File: config.mk
export PLATFORM = sky130hd
export DESIGN_NAME = gpio_wom_port
export DESIGN_NICKNAME = d
export VERILOG_FILES = /design/src/rtl/gpio_wom_pkg.sv /design/src/rtl/gpio_sync.sv /design/src/rtl/gpio_bitreg.sv /design/src/rtl/gpio_irq.sv /design/src/rtl/gpio_wom_port.sv
export SDC_FILE = /design/constraint.sdc
export NUM_CORES = 1
export LEC_CHECK = 0
export BUFFER_PORTS_ARGS = -buffer_cell sky130_fd_sc_hd__buf_4
export CAP_MARGIN = 10
export CORE_MARGIN = 2
export CORE_UTILIZATION = 49
export DETAILED_ROUTE_END_ITERATION = 8
export GPL_TIMING_DRIVEN = 1
export PLACE_DENSITY_LB_ADDON = 0.08
export SLEW_MARGIN = 20
export SYNTH_ARGS = -nofsm -noshare
export SYNTH_HDL_FRONTEND = slang
export SYNTH_SLANG_ARGS = --single-unit
export TNS_END_PERCENT = 1
File: constraint.sdc
create_clock -name clk -period 4.45 [get_ports clk]
set_clock_uncertainty 0.05 [all_clocks]
set_input_delay 0.445 -clock clk [delete_from_list [all_inputs] [get_ports clk]]
set_output_delay 0.445 -clock clk [all_outputs]
set_load 0.01 [all_outputs]
File: src/rtl/gpio_wom_pkg.sv
package gpio_wom_pkg;
  typedef enum logic [2:0] {
    OFS_DIR   = 3'd0,
    OFS_DATA  = 3'd1,
    OFS_SET   = 3'd2,
    OFS_CLR   = 3'd3,
    OFS_TGL   = 3'd4,
    OFS_IESET = 3'd5,
    OFS_IECLR = 3'd6,
    OFS_STAT  = 3'd7
  } gpio_ofs_e;
endpackage

File: src/rtl/gpio_sync.sv
module gpio_sync #(
  parameter int W = 16,
  parameter int STAGES = 2
) (
  input  logic         clk,
  input  logic         rst,
  input  logic [W-1:0] d,
  output logic [W-1:0] q
);
  logic [W-1:0] stage_q [STAGES];

  always_ff @(posedge clk) begin
    if (rst) begin
      for (int i = 0; i < STAGES; i++) stage_q[i] <= '0;
    end else begin
      stage_q[0] <= d;
      for (int i = 1; i < STAGES; i++) stage_q[i] <= stage_q[i-1];
    end
  end

  assign q = stage_q[STAGES-1];
endmodule

File: src/rtl/gpio_bitreg.sv
module gpio_bitreg #(
  parameter int W = 16
) (
  input  logic         clk,
  input  logic         rst,
  input  logic         load,
  input  logic         set,
  input  logic         clr,
  input  logic         tgl,
  input  logic [W-1:0] val,
  output logic [W-1:0] q
);
  logic [W-1:0] nxt;

  always_comb begin
    nxt = q;
    if (load)     nxt = val;
    else if (set) nxt = q | val;
    else if (clr) nxt = q & ~val;
    else if (tgl) nxt = q ^ val;
  end

  always_ff @(posedge clk) begin
    if (rst) q <= '0;
    else     q <= nxt;
  end
endmodule

File: src/rtl/gpio_irq.sv
module gpio_irq #(
  parameter int W = 16
) (
  input  logic         clk,
  input  logic         rst,
  input  logic [W-1:0] lvl,
  input  logic [W-1:0] en,
  input  logic [W-1:0] dir,
  output logic         irq
);
  always_ff @(posedge clk) begin
    if (rst) irq <= 1'b0;
    else     irq <= |(lvl & en & ~dir);
  end
endmodule

File: src/rtl/gpio_wom_port.sv
module gpio_wom_port
  import gpio_wom_pkg::*;
#(
  parameter int PIN_W = 16,
  parameter int SYNC_STAGES = 2,
  parameter int ADDR_W = 3
) (
  input  logic              clk,
  input  logic              rst,
  input  logic              wr_en,
  input  logic              rd_en,
  input  logic [ADDR_W-1:0] reg_addr,
  input  logic [PIN_W-1:0]  wr_data,
  output logic [PIN_W-1:0]  rd_data,
  input  logic [PIN_W-1:0]  pad_in,
  output logic [PIN_W-1:0]  pad_out,
  output logic [PIN_W-1:0]  pad_oe,
  output logic              irq
);
  logic [PIN_W-1:0] dir_q, data_q, ien_q, sync_lvl;
  gpio_ofs_e ofs;

  assign ofs = gpio_ofs_e'(reg_addr);

  gpio_bitreg #(.W(PIN_W)) u_dir (
    .clk(clk), .rst(rst),
    .load(wr_en && ofs == OFS_DIR), .set(1'b0), .clr(1'b0), .tgl(1'b0),
    .val(wr_data), .q(dir_q)
  );

  gpio_bitreg #(.W(PIN_W)) u_data (
    .clk(clk), .rst(rst),
    .load(wr_en && ofs == OFS_DATA),
    .set(wr_en && ofs == OFS_SET),
    .clr(wr_en && ofs == OFS_CLR),
    .tgl(wr_en && ofs == OFS_TGL),
    .val(wr_data), .q(data_q)
  );

  gpio_bitreg #(.W(PIN_W)) u_ien (
    .clk(clk), .rst(rst),
    .load(1'b0),
    .set(wr_en && ofs == OFS_IESET),
    .clr(wr_en && ofs == OFS_IECLR),
    .tgl(1'b0),
    .val(wr_data), .q(ien_q)
  );

  gpio_sync #(.W(PIN_W), .STAGES(SYNC_STAGES)) u_sync (
    .clk(clk), .rst(rst), .d(pad_in), .q(sync_lvl)
  );

  gpio_irq #(.W(PIN_W)) u_irq (
    .clk(clk), .rst(rst), .lvl(sync_lvl), .en(ien_q), .dir(dir_q), .irq(irq)
  );

  assign pad_oe  = dir_q;
  assign pad_out = data_q & dir_q;

  always_ff @(posedge clk) begin
    if (rst) begin
      rd_data <= '0;
    end else if (rd_en) begin
      unique case (ofs)
        OFS_DIR:                   rd_data <= dir_q;
        OFS_DATA, OFS_SET,
        OFS_CLR, OFS_TGL:          rd_data <= data_q;
        OFS_IESET, OFS_IECLR:      rd_data <= ien_q;
        default:                   rd_data <= sync_lvl;
      endcase
    end
  end
endmodule

==> impl_metrics.csv <==
group,metric,value,unit
outcome,status,"completed",
clock_network,postCtsHoldBufs,0,
detailed_routing,drt_first_iter_violations,240,
global_route,overflow,0,
synthesis,synth_flop_cell,"dfxtp_1",
timing,holdWs,0.2320,ns
placed_design,dp_hpwl,8897,um
clock_network,cts_resized,0,
placed_design,pre_cts_slack,1.877,ns
timing,finalCritPeriodShare,51.72,%
synthesis,ys.warnings.count,0,
flow_run,max_cap_viol_count,0,
timing,finalSetupViolCount,0,
synthesis,synth_seq_cells,97,
hold_path,hold_class,"primary input to flip-flop",
synthesis,synth_area_per_cell,8.635,sq um
final_layout,drive_above_1_share,17.46,%
hold_path,holdPathStages,2,
critical_path,required,4.66,ns
clock_network,cts-root-buf,"clkbuf_8",
clock_network,cts_tree,"built",
floorplan,ioPinCount,88,
clock_network,cts_buffers,9,
synthesis,syn_area,4905,sq um
floorplan,die_x,104.0,um
detailed_routing,drt-total-wl,12900,um
timing,slew_headroom,25.81,%
floorplan,start_util,50.41,%
timing,tightest_slew,1.108,ns
critical_path,cp_max_fo,33,
global_route,grt_pass1_wl,21060,um
timing,rsz0062_at_grt,"false",
synthesis,synthesis.nets,639,
clock_network,clk_pin_slew,0.09,ns
timing,fmax,0.4345,GHz
pwr,vdd_drop_max,0.0002117,V
critical_path,worst-setup-path-type,"primary input to flip-flop",
global_route,antenna_found_initial,0,
detailed_routing,via_per_inst,5.712,
clock_network,cts_buffer_depth,2,
clock_network,post-cts-setup-buffer-count,0,
floorplan,die_area,10830,sq um
detailed_routing,drc,0,
synthesis,synth_edf_count,0,
pwr,p_per_area,320.9,nW/um^2
placed_design,io_buffers,87,
floorplan,core,9729,sq um
detailed_routing,final_antenna_net_count,0,
clock_network,clk_latency,0.37,ns
timing,fin_tns_setup,0,ns
timing,hold_violations,0,
synthesis,yosysUniqueCellTypes,36,
final_layout,final_nets,696,
timing,period_needed,2.301,ns
critical_path,cp-start-kind,"primary input",
final_layout,syn2layout_area_growth,17.24,%
floorplan,rows,36,
global_route,grt_usage,24.30,%
global_route,grt_max_degree,69,
detailed_routing,wl_per_cell,16.91,um
global_route,grt_pass1_vias,4044,
pwr,p_leak,2.361,nW
clock_network,h-tree-depth,3,
placed_design,gp_congestion,0.8586,
critical_path,endpoint_kind,"flip-flop",
final_layout,diodes,0,
synthesis,async_reset_ff_share,0,%
timing,fin_ws,2.149,ns
timing,slew_viol_final,0,
critical_path,crit_arrival,2.51,ns
final_layout,fin_util,59.10,%
clock_network,clkSinkCount,97,
floorplan,dieHeight,104.0,um
detailed_routing,vias,4358,
synthesis,postSynthCellCount,568,
synthesis,yosysSeqAreaShare,39.59,%
critical_path,worst-r2r-cell-count,6,
detailed_routing,first_pass_iters,5,
## routing by layer
metal | vias up | global-route usage [%] | part of all wire (%)
li1 | 2113 | - | -
met1 | 2108 | 35.24 | 48
met2 | 125 | 36.75 | 45
met3 | 12 | 3.822 | 5.7
met4 | 0 | 8.205 | 1.4
met5 | - | 0 | 0
## through the flow
stage / total power [W] / area [sq um] / instances
floorplan: 0.001137 / 4905 / 568
CTS: 0.001853 / 5751 / 763
finish: 0.001845 / 5751 / 763
global placement: 0.001231 / 5540 / 747
global route: 0.001932 / 5751 / 763
detailed placement: 0.001242 / 5540 / 747
## worst paths after layout
check | from | to | slack (ns)
setup reg to reg | u_data.q[5]$_SDFFE_PP0P_ | u_data.q[5]$_SDFFE_PP0P_ | 3.01
hold reg to reg | u_sync.stage_q[0][15]$_SDFF_PP0_ | u_sync.stage_q[0][31]$_SDFF_PP0_ | 0.38
setup / recovery | rst | rd_data[6]$_SDFFE_PP0P_ | 2.15
hold / removal | pad_in[11] | u_sync.stage_q[0][11]$_SDFF_PP0_ | 0.23
## power by group
part           leakage (nW)  internal, W  switching, W
sequential            0.795     0.000911     0.0000466
clock                 0.106     0.000314      0.000308
combinational          1.46     0.000119      0.000146
## placed cells by master (no fill, tap or decap), drive strengths merged, types with 19 or more instances in the layout
cell type  Yosys  final
a211oi        19     19
a21oi         33     33
buf           17     88
dfxtp         97     97
ha            32     32
inv           34     33
nand2         66     66
nor2          34     34
nor2b         38     38
o211ai        29     29
o21ai         33     33
## cell families after synthesis
group,after synthesis,share of synthesized area [%]
mux,16,3.265
simple gates,184,19.44
xor+xnor,1,0.3317
fa+ha+maj,32,8.163
buf+inv,76,6.811
flops,97,39.59
compound gates,162,22.40
## worst max-delay path: stages
cell and delay [ns]:
buf_4 0.08, clkinv_1 0.75, nand2_1 0.87, nor2_1 0.12, a32o_1 0.23
## area by class of cell
class	instances	area, sq um
clock buffer	10	127.6
clock inverter	6	82.58
fill	936	3979
inverter	34	127.6
multi-input combinational	395	2644
sequential	97	1942
tap	133	166.4
timing repair buffer	88	660.6
## synth_stat cells, types with 3 or more instances
cell type | n | share of area [%]
dfxtp_1 | 97 | 40
nand2_1 | 66 | 5.1
nor2b_1 | 38 | 4.8
inv_1 | 34 | 2.6
a21oi_1 | 33 | 3.4
o21ai_0 | 33 | 3.4
ha_1 | 32 | 8.2
nor2_1 | 32 | 2.4
o211ai_1 | 29 | 4.4
clkbuf_1 | 25 | 1.9
a211oi_1 | 19 | 2.9
a32o_1 | 16 | 3.3
and2_1 | 16 | 2.0
mux2i_1 | 16 | 3.3
o221ai_1 | 16 | 2.9
nand3b_1 | 15 | 2.3
a31oi_1 | 13 | 1.7
buf_2 | 12 | 1.2
buf_6 | 4 | 0.92
nor3_1 | 4 | 0.41
o32ai_1 | 3 | 0.54
Note: power is estimated with default switching activity, not from simulation.
